## src/rtl/sysclk_pkg.sv

```systemverilog
package sysclk_pkg;
  localparam int unsigned REG_W = 8;
  localparam logic [REG_W-1:0] RST_VAL = 8'h20;
  localparam int unsigned B_STOP  = 0;
  localparam int unsigned B_PLL   = 1;
  localparam int unsigned B_DRIVE = 5;
  localparam int unsigned B_DIV_L = 6;
  localparam int unsigned MAX_RATIO = 16;
  localparam int unsigned TC_W = $clog2(MAX_RATIO);

  typedef enum logic [1:0] {DIV_1 = 2'b00, DIV_2 = 2'b01, DIV_4 = 2'b10, DIV_16 = 2'b11} div_sel_e;

  // terminal count = ratio - 1
  function automatic logic [TC_W-1:0] ratio_tc(input div_sel_e sel);
    case (sel)
      DIV_1:   ratio_tc = TC_W'(0);
      DIV_2:   ratio_tc = TC_W'(1);
      DIV_4:   ratio_tc = TC_W'(3);
      default: ratio_tc = TC_W'(MAX_RATIO - 1);
    endcase
  endfunction
endpackage

```

## src/rtl/sysclk_reg.sv

```systemverilog
module sysclk_reg
  import sysclk_pkg::*;
(
  input  logic             clk_i,
  input  logic             rst_ni,
  input  logic             wr_ok_i,
  input  logic [REG_W-1:0] wr_data_i,
  input  logic             mod_lock_i,
  input  logic             wdt_lock_i,
  input  logic             osc_det_en_i,
  input  logic             low_speed_i,
  input  logic             main_off_i,
  output logic [REG_W-1:0] reg_o,
  output logic             illegal_o
);
  logic [REG_W-1:0] reg_q, reg_d;
  logic             ill_q, ill_d;
  logic             moff_q;
  logic             stop_try, stop_bad, stop_entry, moff_rise;

  always_comb begin
    reg_d      = reg_q;
    stop_try   = wr_ok_i && !mod_lock_i && !wdt_lock_i;
    stop_bad   = stop_try && wr_data_i[B_STOP] && (reg_q[B_PLL] || osc_det_en_i);
    ill_d      = stop_bad;
    if (stop_try && !stop_bad) reg_d[B_STOP] = wr_data_i[B_STOP];
    if (wr_ok_i && !mod_lock_i) reg_d[B_PLL] = wr_data_i[B_PLL];
    if (wr_ok_i) begin
      reg_d[B_DRIVE]           = wr_data_i[B_DRIVE];
      reg_d[B_DIV_L+1:B_DIV_L] = wr_data_i[B_DIV_L+1:B_DIV_L];
    end
    reg_d[4:2] = 3'b000;
    stop_entry = !reg_q[B_STOP] && reg_d[B_STOP] && !low_speed_i;
    moff_rise  = low_speed_i && main_off_i && !moff_q;
    if (stop_entry || moff_rise) reg_d[B_DRIVE] = 1'b1;
  end

  always_ff @(posedge clk_i or negedge rst_ni) begin
    if (!rst_ni) begin
      reg_q  <= RST_VAL;
      ill_q  <= 1'b0;
      moff_q <= 1'b0;
    end else begin
      reg_q  <= reg_d;
      ill_q  <= ill_d;
      moff_q <= main_off_i;
    end
  end

  assign reg_o     = reg_q;
  assign illegal_o = ill_q;

  AST_RSVD_ZERO: assert property (@(posedge clk_i) disable iff (!rst_ni) reg_q[4:2] == 3'b000);
  AST_NO_WRITE_HOLD: assert property (@(posedge clk_i) disable iff (!rst_ni)
    !wr_ok_i |=> $stable({reg_q[7:6], reg_q[1:0]}));
  AST_MODLOCK_HOLD: assert property (@(posedge clk_i) disable iff (!rst_ni)
    mod_lock_i |=> $stable(reg_q[1:0]));
  AST_WDTLOCK_HOLD: assert property (@(posedge clk_i) disable iff (!rst_ni)
    wdt_lock_i |=> $stable(reg_q[B_STOP]));
  AST_ILLEGAL_HOLD: assert property (@(posedge clk_i) disable iff (!rst_ni)
    ill_q |-> reg_q[B_STOP] == $past(reg_q[B_STOP]));
  AST_STOP_DRIVE: assert property (@(posedge clk_i) disable iff (!rst_ni)
    (!reg_q[B_STOP] && !low_speed_i) |=> (!reg_q[B_STOP] || reg_q[B_DRIVE]));
endmodule

```

## src/rtl/sysclk_div.sv

```systemverilog
module sysclk_div
  import sysclk_pkg::*;
(
  input  logic            clk_i,
  input  logic            rst_ni,
  input  logic [1:0]      sel_i,
  input  logic            gate_i,
  output logic            pulse_o
);
  logic [TC_W-1:0] cnt_q, tc_q, tc_req;

  always_comb tc_req = gate_i ? TC_W'(0) : ratio_tc(div_sel_e'(sel_i));

  assign pulse_o = (cnt_q == tc_q);

  always_ff @(posedge clk_i or negedge rst_ni) begin
    if (!rst_ni) begin
      cnt_q <= '0;
      tc_q  <= '0;
    end else if (pulse_o) begin
      cnt_q <= '0;
      tc_q  <= tc_req;
    end else begin
      cnt_q <= cnt_q + 1'b1;
    end
  end

  AST_CNT_RANGE: assert property (@(posedge clk_i) disable iff (!rst_ni) cnt_q <= tc_q);
  AST_RATIO_HOLD: assert property (@(posedge clk_i) disable iff (!rst_ni)
    !pulse_o |=> $stable(tc_q));
  AST_GATE_ONE: assert property (@(posedge clk_i) disable iff (!rst_ni)
    (pulse_o && gate_i) |=> pulse_o);
endmodule

```

## src/rtl/sysclk_ctl.sv

```systemverilog
module sysclk_ctl
  import sysclk_pkg::*;
#(
  parameter int unsigned ADDR_W = 8,
  parameter logic [ADDR_W-1:0] REG_ADDR = ADDR_W'(8'h1C)
) (
  input  logic              clk_i,
  input  logic              rst_ni,
  input  logic              wr_en_i,
  input  logic [ADDR_W-1:0] wr_addr_i,
  input  logic [7:0]        wr_data_i,
  input  logic              prot_en_i,
  input  logic              mod_lock_i,
  input  logic              wdt_lock_i,
  input  logic              osc_det_en_i,
  input  logic              low_speed_i,
  input  logic              main_off_i,
  input  logic              div_gate_i,
  input  logic              pll_dis_a_i,
  input  logic              pll_dis_b_i,
  output logic [7:0]        rd_data_o,
  output logic              stop_req_o,
  output logic              pll_sel_o,
  output logic              drive_hi_o,
  output logic              illegal_o,
  output logic              div_en_o
);
  logic             wr_ok;
  logic [REG_W-1:0] reg_v;

  assign wr_ok = wr_en_i && (wr_addr_i == REG_ADDR) && prot_en_i;

  sysclk_reg u_reg (
    .clk_i, .rst_ni,
    .wr_ok_i(wr_ok), .wr_data_i,
    .mod_lock_i, .wdt_lock_i, .osc_det_en_i, .low_speed_i, .main_off_i,
    .reg_o(reg_v), .illegal_o
  );

  sysclk_div u_div (
    .clk_i, .rst_ni,
    .sel_i(reg_v[B_DIV_L+1:B_DIV_L]), .gate_i(div_gate_i),
    .pulse_o(div_en_o)
  );

  assign rd_data_o  = reg_v;
  assign stop_req_o = reg_v[B_STOP];
  assign drive_hi_o = reg_v[B_DRIVE];
  assign pll_sel_o  = reg_v[B_PLL] && !pll_dis_a_i && !pll_dis_b_i;

  AST_PLL_MASK: assert property (@(posedge clk_i) disable iff (!rst_ni)
    (pll_dis_a_i || pll_dis_b_i) |-> !pll_sel_o);
  AST_PROT_HOLD: assert property (@(posedge clk_i) disable iff (!rst_ni)
    !prot_en_i |=> $stable(rd_data_o[1:0]));
endmodule

```

## config.mk

```make
export PLATFORM = sky130hd
export DESIGN_NAME = sysclk_ctl
export DESIGN_NICKNAME = d
export VERILOG_FILES = /design/src/rtl/sysclk_pkg.sv /design/src/rtl/sysclk_reg.sv /design/src/rtl/sysclk_div.sv /design/src/rtl/sysclk_ctl.sv
export SDC_FILE = /design/constraint.sdc
export NUM_CORES = 1
export LEC_CHECK = 0
export ABC_AREA = 0
export BUFFER_PORTS_ARGS = -buffer_cell sky130_fd_sc_hd__buf_2
export CORE_MARGIN = 8
export CORE_UTILIZATION = 45
export DETAILED_ROUTE_END_ITERATION = 7
export PLACE_DENSITY = 0.91
export SYNTH_ARGS = -nofsm -noshare
export SYNTH_HDL_FRONTEND = slang
export SYNTH_HIERARCHICAL = 1
export SYNTH_SLANG_ARGS = --single-unit
export TNS_END_PERCENT = 100
```

## constraint.sdc

```tcl
create_clock -name clk_i -period 4.99 [get_ports clk_i]
set_input_delay 0.499 -clock clk_i [delete_from_list [all_inputs] [get_ports clk_i]]
set_output_delay 0.499 -clock clk_i [all_outputs]
set_load 0.05 [all_outputs]
```

==> out/metrics.csv <==
metric,value,unit
drtPass1Iterations,4,
cp_max_fo,8,
grt-busiest-layer,met2,
grt_pass1_wl,2730,µm
min_period,2.42,ns
period_share,0.484,
holdBufCountCts,0,
crit_path_start_kind,register,
core-area,0.00151,mm²
ys.warnings.count,6,
synth_edf_count,0,
place_congestion,0.789,
track_usage,0.106,
tns,0,ns
final_max_slew_viol_count,0,
timing.rr.start,u_div/cnt_q[2],
finalWirelength,1670,µm
gr-total-overflow,0,
route.detailed.drc,0,
drive_gt1_frac,0.495,
met2_usage,0.200,
clock_sinks,14,
post_drt_wl_per_cell,15.0,µm
synthTopCellsByCount,"13 x dfrtp_1, 8 x nor2_1, 5 x buf_4",
rsz0062_at_grt,no,
cts_tree,done,
critPathLaunch,u_div/cnt_q[2],
yosys_most_used_dff,dfrtp_1,
required,4.49,ns
synth_top_area_cell,dfrtp_1,
num_antenna_cells,0,
worstPathArrival,1.92,ns
synth_area_leaders,"dfrtp_1 45%, mux2_4 6.3%, buf_4 5.2%",
reg2reg_slack,3.25,ns
clk-insertion-delay-late,0.28,ns
dp.cells,107,
antenna_found_initial,0,
ir_drop,352,µV
maxCapViolCount,0,
tightest_slew,0.629,ns
hold_viol,0,
grt_pass1_vias,632,
synth_cell_types,26,
die-area,0.00313,mm²
yosysSeqAreaShare,0.490,
antenna_left,0,
finalClockSkew,0.00123,ns
syn_area,718,µm²
met3_usage,0.0274,
ys_ff_latch,14,
clkTransAtPathRegs,0.08,ns
syn_avg_cell_area,12.0,µm²
htreeDepth,1,
syn_to_final_growth,27.4,%
via_per_inst,4.86,
yosysMostFrequentCell,dfrtp_1,
dp_hpwl,1380,µm
hp-class,input pin to async pin,
final_cells,111,
use_met1,0.101,
grt_max_degree,15,
via_count,539,
crit_end,div_en_o,
cts_root_buf,clkbuf_4,
rr_worst_depth,3,
reg2reg_to,u_div/tc_q[1],
p_leak,0.494,nW
netlist.area_leader.share,0.453,
status,finished clean,
async_flop_share,1.00,
nNetsFinal,125,
fp.dieH,56.0,µm
p_per_area,362,mW/mm²
setup_viol,0,
timing.slew.headroom,0.577,
cts_resized,0,
drt_iter0_drc,12,
fin_total_pwr,0.000331,W
synthCells,60,
io_pins,41,
die-width,56.0,µm
postCtsSetupRepairBufs,0,
num_rows,14,
crit_type,register to primary output,
endpoint_kind,primary output,
clock.fmax,414,MHz
start_util,0.477,
cts_buffers,3,
clockBufferDepth,2,
port_buffers,34,
-- cell usage in the layout, fill, tap and decap left out, types with 2 or more instances in the layout --
master and n:
conb_1 3, mux2_1 3, buf_2 34, nand3_1 2, xor2_1 3, mux2_4 3
a21oi_1 2, nand2_1 2, nor2_1 8, dfrtp_1 13, nor2b_1 2, clkbuf_4 3
nand4_1 2
-- worst min-delay path by stage --
stage,cells after the start,end,from
global route,1,u_div/cnt_q[2],rst_ni
finish,1,u_div/cnt_q[2],rst_ni
detailed placement,1,u_div/cnt_q[2],rst_ni
global placement,1,u_div/cnt_q[1],rst_ni
CTS,1,u_reg/illegal_o,rst_ni
floorplan,0,u_div/cnt_q[0],rst_ni
-- kinds of logic (layout without fill, tap and decap cells) --
kind of cell,count (synthesis),after routing,synth area share
buffers and inverters,6,39,0.0575
AOI/OAI and AO/OA,4,4,0.0523
muxes,7,7,0.124
and+or+nand+nor,23,23,0.206
other,1,3,0.00522
adders and majority gates,1,1,0.0174
DFF,14,14,0.490
xor gates and xnor gates,4,4,0.0488
-- where the power goes --
part            total, W  internal (W)  switching [W]
registers       0.000135      0.000124      0.0000111
clock network  0.0000801     0.0000444      0.0000357
logic           0.000116     0.0000436      0.0000726
-- critical path, stage by stage, from the launching register on --
cell and delay [ns]:
dfrtp_1 0.43, or3_4 0.40, a211oi_4 0.46, buf_2 0.35
-- routing by layer --
layer / up-vias / routed length, µm
met5: - / 0
met4: 0 / 21
met3: 2 / 64
met2: 13 / 948
met1: 258 / 632
li1: 266 / -
-- flip-flops by register name, indices dropped and copies added (netlist names) --
name / cells
u_div/tc_q: 3
u_div/cnt_q: 4
u_reg/moff_q: 1
u_reg/reg_o: 5
u_reg/illegal_o: 1
-- area by class of cell --
type | instances | area [µm²]
fill | 122 | 592
timing repair buffer | 34 | 170
inverter | 1 | 3.75
sequential | 14 | 352
multi-input combinational | 42 | 333
tap | 16 | 20.0
clock buffer | 4 | 36.3
-- stage by stage --
step	utilization	hold slack, ns	setup slack [ns]	cell area [µm²]
after global placement	0.583	0.399	2.73	878
after global routing	0.607	0.112	2.52	915
after floorplan	-	0.203	2.64	726
after CTS	0.607	0.0992	2.57	915
after detailed placement	0.583	0.405	2.68	878
final	0.607	0.0930	2.57	915
No activity file was read; power rests on OpenSTA's default activity.
